<file path="src/rtl/cla16_pkg.sv">
package cla16_pkg;

  localparam int unsigned LA_MAX = 16;

  // Flat sum-of-products carry into position k:
  // OR over j<k of (g[j] AND p[j+1..k-1]) OR (cin AND p[0..k-1]).
  function automatic logic la_carry(
    input logic [LA_MAX-1:0] g,
    input logic [LA_MAX-1:0] p,
    input logic              cin,
    input int unsigned       k
  );
    logic acc;
    logic term;
    acc = 1'b0;
    for (int unsigned j = 0; j < LA_MAX; j++) begin
      if (j < k) begin
        term = g[j];
        for (int unsigned m = 0; m < LA_MAX; m++) begin
          if (m > j && m < k) term = term & p[m];
        end
        acc = acc | term;
      end
    end
    term = cin;
    for (int unsigned m = 0; m < LA_MAX; m++) begin
      if (m < k) term = term & p[m];
    end
    return acc | term;
  endfunction

  // AND of the first n propagate terms.
  function automatic logic la_all_prop(
    input logic [LA_MAX-1:0] p,
    input int unsigned       n
  );
    logic acc;
    acc = 1'b1;
    for (int unsigned m = 0; m < LA_MAX; m++) begin
      if (m < n) acc = acc & p[m];
    end
    return acc;
  endfunction

endpackage

</file>
<file path="src/rtl/cla_slice.sv">
module cla_slice #(
  parameter int unsigned SLICE_W = 4
) (
  input  logic [SLICE_W-1:0] a,
  input  logic [SLICE_W-1:0] b,
  input  logic               cin,
  output logic [SLICE_W-1:0] s,
  output logic               slice_p,
  output logic               slice_g
);
  import cla16_pkg::*;

  logic [SLICE_W-1:0] bit_g;
  logic [SLICE_W-1:0] bit_p;
  logic [SLICE_W-1:0] bit_c;
  logic [LA_MAX-1:0]  g_ext;
  logic [LA_MAX-1:0]  p_ext;

  assign bit_g = a & b;
  assign bit_p = a | b;

  always_comb begin
    g_ext = '0;
    p_ext = '0;
    g_ext[SLICE_W-1:0] = bit_g;
    p_ext[SLICE_W-1:0] = bit_p;
  end

  for (genvar i = 0; i < SLICE_W; i++) begin : g_bit
    assign bit_c[i] = la_carry(g_ext, p_ext, cin, i);
  end

  assign s       = a ^ b ^ bit_c;
  assign slice_p = la_all_prop(p_ext, SLICE_W);
  assign slice_g = la_carry(g_ext, p_ext, 1'b0, SLICE_W);
endmodule

</file>
<file path="src/rtl/cla_lookahead.sv">
module cla_lookahead #(
  parameter int unsigned NUM_SLICES = 4
) (
  input  logic [NUM_SLICES-1:0] sp,
  input  logic [NUM_SLICES-1:0] sg,
  input  logic                  cin,
  output logic [NUM_SLICES:0]   carries
);
  import cla16_pkg::*;

  logic [LA_MAX-1:0] g_ext;
  logic [LA_MAX-1:0] p_ext;

  always_comb begin
    g_ext = '0;
    p_ext = '0;
    g_ext[NUM_SLICES-1:0] = sg;
    p_ext[NUM_SLICES-1:0] = sp;
  end

  for (genvar k = 0; k <= NUM_SLICES; k++) begin : g_carry
    assign carries[k] = la_carry(g_ext, p_ext, cin, k);
  end
endmodule

</file>
<file path="src/rtl/cla16_adder.sv">
module cla16_adder #(
  parameter int unsigned SLICE_W    = 4,
  parameter int unsigned NUM_SLICES = 4,
  localparam int unsigned WIDTH     = SLICE_W * NUM_SLICES
) (
  input  logic [WIDTH-1:0]      op_a,
  input  logic [WIDTH-1:0]      op_b,
  input  logic                  carry_in,
  output logic [WIDTH-1:0]      sum,
  output logic                  carry_out,
  output logic [NUM_SLICES-1:0] grp_prop,
  output logic [NUM_SLICES-1:0] grp_gen
);
  import cla16_pkg::*;

  // Carry into each slice, plus the final carry-out, from the second level.
  logic [NUM_SLICES:0] grp_cin;

  cla_lookahead #(.NUM_SLICES(NUM_SLICES)) u_lookahead (
    .sp      (grp_prop),
    .sg      (grp_gen),
    .cin     (carry_in),
    .carries (grp_cin)
  );

  for (genvar k = 0; k < NUM_SLICES; k++) begin : g_slice
    cla_slice #(.SLICE_W(SLICE_W)) u_slice (
      .a       (op_a[k*SLICE_W +: SLICE_W]),
      .b       (op_b[k*SLICE_W +: SLICE_W]),
      .cin     (grp_cin[k]),
      .s       (sum[k*SLICE_W +: SLICE_W]),
      .slice_p (grp_prop[k]),
      .slice_g (grp_gen[k])
    );
  end

  assign carry_out = grp_cin[NUM_SLICES];
endmodule

</file>
<file path="config.mk">
export PLATFORM = sky130hd
export DESIGN_NAME = cla16_adder
export DESIGN_NICKNAME = d
export VERILOG_FILES = /design/src/rtl/cla16_pkg.sv /design/src/rtl/cla_slice.sv /design/src/rtl/cla_lookahead.sv /design/src/rtl/cla16_adder.sv
export SDC_FILE = /design/constraint.sdc
export NUM_CORES = 1
export LEC_CHECK = 0
export CAP_MARGIN = 20
export CORE_ASPECT_RATIO = 1.1
export CORE_UTILIZATION = 25
export DETAILED_ROUTE_END_ITERATION = 10
export DONT_BUFFER_PORTS = 1
export PLACE_DENSITY = 0.34
export SLEW_MARGIN = 25
export SYNTH_ARGS = -nofsm -noshare
export SYNTH_HDL_FRONTEND = slang
export SYNTH_SLANG_ARGS = --single-unit
</file>
<file path="constraint.sdc">
create_clock -name vclk -period 3.2
set_input_delay 0.64 -clock vclk [all_inputs]
set_output_delay 0.64 -clock vclk [all_outputs]
set_load 0.1 [all_outputs]
</file>
== After elaboration in Yosys (flattened, before gate mapping) ==
Index checks and enable logic that the tools add are counted.

* Output and inout port bits: 25
* Word-level logic and storage cells: 120
* Input bits: 33
* Bits in registers: 0

* Bitwise operators: 120

{| class="wikitable"
|+ Operators with widths
! cell !! number
|-
| AND 1 bit || 58
|-
| bitwise OR 1 bit || 46
|-
| XOR 4 bit || 8
|-
| AND 4 bit || 4
|-
| bitwise OR 4 bit || 4
|}

== Longest topological paths before layout ==
Gate-level depths: netlist (run 1).

* Word-level depth: 17
* Mapped depth: 9
* Depth with buffers taken out: 9

== Modules after synthesis ==
A second synthesis (run 1) with hierarchy kept.

* Cells, all modules: 162
* Area, all modules: 1192.4 um2

{| class="wikitable"
|+ Modules (own cells, without submodules)
! module !! cells an instance !! instances !! seq. area each (um2) !! area each (um2)
|-
| cla_slice || 39 || 4 || 0.0 || 286.5
|-
| cla_lookahead || 6 || 1 || 0.0 || 46.3
|}

== Worst setup path before layout (run 1) ==
Ideal clock, no wire load.

* Kind: input port to output port
* From: input port op_a[0]
* To: output port sum[11]
* Setup slack: -1.476 ns
* Data required time: 2.560 ns
* Arrival time: 4.036 ns
* Stages on the path: 7
* Buffers on the path: 0
* Path through: ha_1 -> nor2b_1 -> o21ai_0 -> nand3_1 -> a21oi_1 -> nor2_1 -> a311oi_1

* Longest elaborated chain between the ends: 15
* Elaborated cells on any way between the ends: 21
* Those cells by class: bitwise (21)

{| class="wikitable"
|+ RTL lines
! item !! line !! source
|-
| from (decl) || cla16_adder.sv:6 || <nowiki>input logic [WIDTH-1:0] op_a,</nowiki>
|-
| AND 4 bit || cla_slice.sv:19 || <nowiki>assign bit_g = a & b;</nowiki>
|-
| AND 1 bit (3 in a row) || cla16_pkg.sv:20 || <nowiki>if (m > j && m < k) term = term & p[m];</nowiki>
|-
| bitwise OR 1 bit (3 in a row) || cla16_pkg.sv:22 || <nowiki>acc = acc | term;</nowiki>
|-
| AND 1 bit || cla16_pkg.sv:20 ||
|-
| bitwise OR 1 bit || cla16_pkg.sv:22 ||
|-
| bitwise OR 1 bit * || cla16_pkg.sv:29 || <nowiki>return acc | term;</nowiki>
|-
| AND 1 bit * (3 in a row) || cla16_pkg.sv:27 || <nowiki>if (m < k) term = term & p[m];</nowiki>
|-
| bitwise OR 1 bit * || cla16_pkg.sv:29 ||
|-
| XOR 4 bit * || cla_slice.sv:33 || <nowiki>assign s = a ^ b ^ bit_c;</nowiki>
|-
| to (decl) || cla16_adder.sv:9 || <nowiki>output logic [WIDTH-1:0] sum,</nowiki>
|}

Every way passes the cells marked *; elsewhere a longest branch is shown, timed or not.

== Final worst setup path (run 1) ==
* From: input port op_a[8]
* To: output port sum[14]

* Longest elaborated chain between the ends: 13
* Elaborated cells on any way between the ends: 21
* Those cells by class: bitwise (21)

{| class="wikitable"
|+ RTL lines
! item !! line
|-
| AND 4 bit || cla_slice.sv:19
|-
| AND 1 bit (3 in a row) || cla16_pkg.sv:20
|-
| bitwise OR 1 bit (4 in a row) || cla16_pkg.sv:22
|-
| bitwise OR 1 bit * || cla16_pkg.sv:29
|-
| AND 1 bit * (2 in a row) || cla16_pkg.sv:27
|-
| bitwise OR 1 bit * || cla16_pkg.sv:29
|-
| XOR 4 bit * || cla_slice.sv:33
|}

Marked as above.

==> impl_metrics.env, run 1 <==
export IMPL_grt_setup_unrepaired="yes"
export IMPL_yosysMostFrequentCell="inv_1"
export IMPL_syn_avg_cell_area_um2=7.64
export IMPL_vias=996
export IMPL_register_area_um2=0
export IMPL_initial_core_util=0.262
export IMPL_gp_congestion=0.689
export IMPL_violations="negative setup slack"
export IMPL_wl_per_cell_um=10.4
export IMPL_syn2layout_area_growth_pct=75.2
export IMPL_p_per_area_nw_per_um2=451
export IMPL_hold_class="primary input to output pin"
export IMPL_synth_top_family_by_area="adder cells"
export IMPL_synth_top_cell_area_share=0.354
export IMPL_yosys_warnings=0
export IMPL_yosysTopAreaCell="ha_1"
export IMPL_synth_mux_area_frac=0.00885
export IMPL_synthesis_area_um2=1130
export IMPL_final_util=0.459
export IMPL_ant_nets=0
export IMPL_hold_viol=0
export IMPL_synth_distinct_cells=31
export IMPL_ys_seq_area_frac=0
export IMPL_die_h_um=72.5
export IMPL_p_leak_nw=0.943
export IMPL_boundaryPins=58
export IMPL_min_to="sum[4]"
export IMPL_outcome="complete, but fails checks"
export IMPL_cpLargestDelayFamily="simple AND/OR/NAND/NOR gates"
export IMPL_drive_gt1_frac=0.475
export IMPL_cts_hold_buf=0
export IMPL_layout_setup_ws_ns=-0.00705
export IMPL_core_um2=4320
export IMPL_synth_area_leaders="ha_1 (35%), inv_1 (15%), fa_1 (7.1%), xor2_1 (7.0%), buf_4 (5.3%)"
export IMPL_cp_required_ns=2.56
export IMPL_rows=25
export IMPL_setup_viol=2
export IMPL_grt_pass1_wl_um=4100
export IMPL_final_net_count=248
export IMPL_synth_xor_area_frac=0.0852
export IMPL_grt_pass1_vias=1008
export IMPL_track_usage=0.103
export IMPL_final_area_um2=1980
export IMPL_min_path_cells=2
export IMPL_ir_drop_mv=0.189
export IMPL_critPathBufInv=3
export IMPL_yosys_area_share_simple=0.121
export IMPL_vias_per_cell=4.31
export IMPL_clkbuf_count=0
export IMPL_max_stage_delay_ns=0.56
export IMPL_cp_slowest_cell="or4_4"
export IMPL_finalCritPeriodShare=1.00
export IMPL_worstPathCellList="inv_8 -> ha_4 -> or4_4 -> a311oi_4 -> nor3_4 -> inv_2 -> mux2i_4 -> xor2_4 -> buf_12"
export IMPL_synth_compound_area_frac=0.158
export IMPL_fin_crit_ns=3.21
export IMPL_syn_nets=217
export IMPL_min_delay_start="op_b[4]"
export IMPL_die_width_um=66.1
export IMPL_cp_arrival_ns=2.57
export IMPL_relSlewSlack=0.587
export IMPL_drtPass1Iterations=2
export IMPL_synth_adder_area_share=0.425
export IMPL_max_freq_ghz=0.312
export IMPL_drcViolationCount=0
export IMPL_drv_slew=0
export IMPL_startpoint="op_a[8]"
export IMPL_dpl_instance_area_um2=1900
export IMPL_dp_hpwl_um=2320
export IMPL_end_kind="output pin"
export IMPL_placed_cells=228
export IMPL_netlist_instances=148
export IMPL_grt_max_degree=6
export IMPL_synth_common_cells="inv_1 (45), ha_1 (32), a21oi_1 (11)"
export IMPL_stdcell_count=231
export IMPL_crit_type="primary input to output pin"
export IMPL_drv_cap=0
export IMPL_start_kind="primary input"
export IMPL_worstPathMaxFanout=4
export IMPL_io_buffers=0
export IMPL_seq_cells=0
export IMPL_drt_total_wl_um=2410
export IMPL_tightest_slew_ns=0.611
export IMPL_die_area_um2=4800
export IMPL_grt_ovfl_total=0
export IMPL_drt_iter0_drc=19
export IMPL_antenna_found_initial=0
export IMPL_antenna_cells=0
==> metrics by stage <==
| step | setup WS [ns] | power (W) | hold slack (ns) | TNS [ns] |
|---|---|---|---|---|
| after floorplan | -0.147 | 0.000644 | 1.68 | -0.426 |
| after global placement | 0.0386 | 0.000880 | 1.66 | 0 |
| after detailed placement | 0.0128 | 0.000883 | 1.66 | 0 |
| after CTS | 0.0112 | 0.000884 | 1.66 | 0 |
| after global routing | -0.0731 | 0.000929 | 1.67 | -0.214 |
| final | -0.00705 | 0.000894 | 1.66 | -0.0118 |
==> cells by family after synthesis <==
kind of cell | Yosys count
muxes | 1
xor gates and xnor gates | 11
adders and majority gates | 36
buffers and inverters | 53
AOI/OAI and AO/OA | 25
and+or+nand+nor | 22
==> area by class of cell <==
cell class         instances  area, um^2
multi-input cells         95        1250
well taps                 54        67.6
inverters                 45         189
repair buffers            37         478
fillers                  423        2330
==> worst max-delay path by stage <==
stage	end	slack [ns]	cells past startpoint
floorplan	sum[14]	-0.15	8
global placement	sum[14]	0.04	9
detailed placement	sum[14]	0.01	9
CTS	sum[14]	0.01	9
global route	sum[14]	-0.07	9
finish	sum[14]	-0.007	9
==> what timing repair did <==
action,CTS,global route
resized for setup,0,14
endpoints found under the setup margin,0,6
setup buffers,0,3
==> metal layers <==
layer,routed length [um],track usage,vias to the layer above,part of all wire
met5,0,0,-,0
met4,0,0,0,0
met3,176,0.0142,0,0.073
met2,1270,0.201,33,0.53
met1,967,0.124,456,0.40
li1,-,-,507,-
==> report_power, final <==
part	internal [W]	switching, W	total [W]	leakage [nW]
registers	0	0	0	0
logic	0.000311	0.000583	0.000894	0.943
clock network	0	0	0	0
==> cell usage in the layout, fill, tap and decap left out, types with 2 or more instances in the layout <==
cell | Yosys | final
inv_1 | 45 | 38
ha_1 | 32 | 24
buf_4 | 8 | 22
buf_12 | 0 | 13
nor2_1 | 7 | 7
a21oi_1 | 11 | 7
xor2_4 | 0 | 6
inv_2 | 0 | 5
a21oi_2 | 1 | 5
ha_4 | 0 | 4
ha_2 | 0 | 4
nand2_1 | 3 | 3
xor2_2 | 0 | 3
nor2b_1 | 2 | 2
nor4_4 | 0 | 2
o211ai_1 | 2 | 2
a311oi_4 | 0 | 2
fa_2 | 0 | 2
fa_1 | 4 | 2
Note: power is estimated with default switching activity, not from simulation.
==> run 2, diff against run 1 <==
--- a/config.mk
+++ b/config.mk
@@ -10,8 +10,7 @@
 export CORE_UTILIZATION = 25
 export DETAILED_ROUTE_END_ITERATION = 10
 export DONT_BUFFER_PORTS = 1
-export PLACE_DENSITY = 0.34
-export SLEW_MARGIN = 25
+export PLACE_DENSITY_LB_ADDON = 0.08
 export SYNTH_ARGS = -nofsm -noshare
 export SYNTH_HDL_FRONTEND = slang
 export SYNTH_SLANG_ARGS = --single-unit
==> impl_metrics.env, run 2 (synthesized netlist as in run 1, its figures left out) <==
export IMPL_finalCritPeriodShare=0.995
export IMPL_ir_drop_mv=0.207
export IMPL_fin_crit_ns=3.18
export IMPL_ant_nets=0
export IMPL_seq_cells=0
export IMPL_drive_gt1_frac=0.454
export IMPL_dp_hpwl_um=2370
export IMPL_max_freq_ghz=0.314
export IMPL_worstPathCellList="inv_8 -> ha_4 -> or4_4 -> a311oi_4 -> nor3_4 -> inv_2 -> mux2i_4 -> xor2_4 -> buf_12"
export IMPL_vias_per_cell=4.36
export IMPL_drv_cap=0
export IMPL_grt_ovfl_total=0
export IMPL_cpLargestDelayFamily="simple AND/OR/NAND/NOR gates"
export IMPL_setup_viol=0
export IMPL_die_area_um2=4800
export IMPL_setup_tns_final_ns=0
export IMPL_syn2layout_area_growth_pct=70.1
export IMPL_drtPass1Iterations=3
export IMPL_max_stage_delay_ns=0.56
export IMPL_clkbuf_count=0
export IMPL_cts_hold_buf=0
export IMPL_p_leak_nw=0.924
export IMPL_die_h_um=72.5
export IMPL_final_cell_mix="inv_1 (38), ha_1 (26), buf_4 (20), buf_12 (13), a21oi_1 (9)"
export IMPL_relSlewSlack=0.602
export IMPL_register_area_um2=0
export IMPL_grt_max_degree=6
export IMPL_nFillCells=414
export IMPL_placed_cells=227
export IMPL_tightest_slew_ns=0.590
export IMPL_wl_per_cell_um=11.2
export IMPL_p_per_area_nw_per_um2=458
export IMPL_worstPathMaxFanout=4
export IMPL_hold_class="primary input to output pin"
export IMPL_drt_iter0_drc=11
export IMPL_initial_core_util=0.262
export IMPL_track_usage=0.103
export IMPL_grt_pass1_vias=1010
export IMPL_critPathBufInv=3
export IMPL_vias=994
export IMPL_drt_total_wl_um=2550
export IMPL_antenna_found_initial=0
export IMPL_end_kind="output pin"
export IMPL_hold_viol=0
export IMPL_final_common_cell="inv_1"
export IMPL_antenna_cells=0
export IMPL_drcViolationCount=0
export IMPL_rows=25
export IMPL_start_kind="primary input"
export IMPL_grt_pass1_wl_um=4080
export IMPL_cp_required_ns=2.56
export IMPL_outcome="complete, no violations"
export IMPL_core_um2=4320
export IMPL_cp_slowest_cell="or4_4"
export IMPL_die_width_um=66.1
export IMPL_drv_slew=0
export IMPL_gp_congestion=0.854
export IMPL_io_buffers=0
export IMPL_crit_type="primary input to output pin"
export IMPL_grt_setup_unrepaired="yes"
export IMPL_stdcell_count=228
export IMPL_final_net_count=245
export IMPL_boundaryPins=58
export IMPL_cp_arrival_ns=2.54
## run 2: path summary, 6_finish.rpt
check               start       to  slack [ns]  cells after the start
setup / recovery  op_a[8]  sum[14]        0.02                      9
hold / removal    op_b[4]   sum[4]        1.66                      2
## run 2: power breakdown
part / leakage, nW / switching, W / total [W] / internal [W]
logic: 0.924 / 0.000582 / 0.000881 / 0.000299
clock network: 0 / 0 / 0 / 0
registers: 0 / 0 / 0 / 0
## run 2: layout make-up
cell class	count	area, um^2	area share
Tap cell	54	67.6	0.0351
Inverter	45	189	0.0982
Timing Repair Buffer	34	435	0.226
Multi-Input combinational cell	95	1230	0.640
## run 2: metrics by stage
step | worst slack (ns) | util | instance area (um^2) | hold slack (ns) | total power, W
6_report | 0.0168 | 0.446 | 1920 | 1.66 | 0.000881
5_1_grt | -0.0730 | 0.446 | 1920 | 1.66 | 0.000916
4_1_cts | 0.0144 | 0.434 | 1870 | 1.66 | 0.000879
3_5_place_dp | 0.0101 | 0.434 | 1870 | 1.66 | 0.000876
3_3_place_gp | 0.0366 | 0.434 | 1870 | 1.66 | 0.000874
2_1_floorplan | -0.147 | - | 1390 | 1.68 | 0.000644
## run 2: repair_timing
action	4_1_cts	5_1_grt
endpoints found under the setup margin	0	5
gates resized for setup	0	11
buffers inserted	0	1
## run 2: routing by layer
layer / track usage / vias to the layer above / wire length (um)
met1: 0.120 / 458 / 946
met4: 0 / 0 / 0
met3: 0.0189 / 0 / 195
li1: - / 504 / -
met2: 0.204 / 32 / 1410
met5: 0 / - / 0
==> run 3, diff against run 2 <==
--- a/config.mk
+++ b/config.mk
@@ -6,7 +6,6 @@
 export NUM_CORES = 1
 export LEC_CHECK = 0
 export CAP_MARGIN = 20
-export CORE_ASPECT_RATIO = 1.1
 export CORE_UTILIZATION = 25
 export DETAILED_ROUTE_END_ITERATION = 10
 export DONT_BUFFER_PORTS = 1
==> impl_metrics.env, run 3 (synthesized netlist as in run 1, its figures left out) <==
export IMPL_tightest_slew_ns=0.577
export IMPL_final_cell_mix="inv_1 (40), ha_1 (25), buf_4 (24), buf_12 (13), a21oi_1 (8)"
export IMPL_max_freq_ghz=0.318
export IMPL_worstPathMaxFanout=3
export IMPL_track_usage=0.106
export IMPL_p_per_area_nw_per_um2=453
export IMPL_antenna_cells=0
export IMPL_initial_core_util=0.260
export IMPL_dp_hpwl_um=2450
export IMPL_vias_per_cell=4.41
export IMPL_drt_total_wl_um=2510
export IMPL_grt_max_degree=5
export IMPL_syn2layout_area_growth_pct=73.1
export IMPL_crit_type="primary input to output pin"
export IMPL_drcViolationCount=0
export IMPL_setup_tns_final_ns=0
export IMPL_drv_cap=0
export IMPL_die_width_um=69.3
export IMPL_cts_hold_buf=0
export IMPL_setup_viol=0
export IMPL_rows=24
export IMPL_min_path_cells=2
export IMPL_hold_viol=0
export IMPL_min_to="sum[4]"
export IMPL_finalCritPeriodShare=0.981
export IMPL_drive_gt1_frac=0.455
export IMPL_seq_cells=0
export IMPL_boundaryPins=58
export IMPL_post_place_ws_ns=0.0240
export IMPL_dpl_instance_area_um2=1890
export IMPL_final_net_count=249
export IMPL_cp_required_ns=2.56
export IMPL_multi_input_area_um2=1230
export IMPL_drtPass1Iterations=3
export IMPL_fin_crit_ns=3.14
export IMPL_final_area_um2=1960
export IMPL_final_common_cell="inv_1"
export IMPL_die_area_um2=4800
export IMPL_ir_drop_mv=0.196
export IMPL_nFillCells=412
export IMPL_grt_ovfl_total=0
export IMPL_min_delay_start="op_b[4]"
export IMPL_startpoint="op_a[9]"
export IMPL_die_h_um=69.3
export IMPL_outcome="complete, no violations"
export IMPL_start_kind="primary input"
export IMPL_grt_pass1_wl_um=4480
export IMPL_gp_congestion=0.690
export IMPL_hold_class="primary input to output pin"
export IMPL_register_area_um2=0
export IMPL_relSlewSlack=0.610
export IMPL_drv_slew=0
export IMPL_cp_arrival_ns=2.50
export IMPL_antenna_found_initial=0
export IMPL_io_buffers=0
export IMPL_grt_setup_unrepaired="yes"
export IMPL_layout_setup_ws_ns=0.0595
export IMPL_p_leak_nw=0.943
export IMPL_wl_per_cell_um=10.9
export IMPL_ant_nets=0
export IMPL_core_um2=4350
export IMPL_clkbuf_count=0
export IMPL_drt_iter0_drc=7
export IMPL_end_kind="output pin"
export IMPL_grt_pass1_vias=1075
export IMPL_vias=1014
-- run 3: cell count changes in the layout (fill, tap and decap cells not counted), moves of 2 or more --
cell / before / now
inv_1: 38 / 40
inv_6: 0 / 2
buf_4: 20 / 24
ha_2: 3 / 5
inv_2: 5 / 1
-- run 3: layout make-up --
| class | count | area share |
|---|---|---|
| inverter | 45 | 0.102 |
| multi-input combinational | 95 | 0.627 |
| tap | 52 | 0.0332 |
| timing repair buffer | 38 | 0.238 |
-- run 3: worst max-delay path by stage --
stage          slack [ns]  cells past startpoint      end
6_report             0.06                      9  sum[14]
5_1_grt             -0.02                      9  sum[14]
4_1_cts              0.02                     10  sum[14]
3_5_place_dp         0.02                     10  sum[14]
3_3_place_gp         0.04                      9  sum[14]
2_1_floorplan       -0.15                      8  sum[14]
-- run 3: worst max-delay path: stages --
cell	delay (ns)
inv_8	0.01
ha_4	0.14
or4_4	0.55
a311oi_4	0.32
nor3_4	0.07
inv_2	0.11
mux2i_4	0.28
xor2_4	0.18
buf_12	0.19
-- run 3: layer usage --
layer / up-vias / track usage / wire length [um]
li1: 512 / - / -
met1: 472 / 0.117 / 890
met2: 30 / 0.218 / 1420
met3: 0 / 0.0203 / 197
met4: 0 / 0 / 0
met5: - / 0 / 0
-- run 3: timing repair --
item	CTS	global route
resized for setup	0	13
endpoints found under the setup margin	0	6
buffers inserted	0	2
-- run 3: through the flow --
step / utilization / power [W] / hold slack, ns / cells
finish: 0.450 / 0.000887 / 1.66 / 230
global route: 0.450 / 0.000919 / 1.67 / 230
CTS: 0.434 / 0.000883 / 1.66 / 228
detailed placement: 0.434 / 0.000881 / 1.66 / 228
global placement: 0.434 / 0.000876 / 1.66 / 228
floorplan: - / 0.000644 / 1.68 / 148
-- run 3: where the power goes --
part           internal, W  switching [W]
logic             0.000305       0.000582
clock network            0              0
registers                0              0
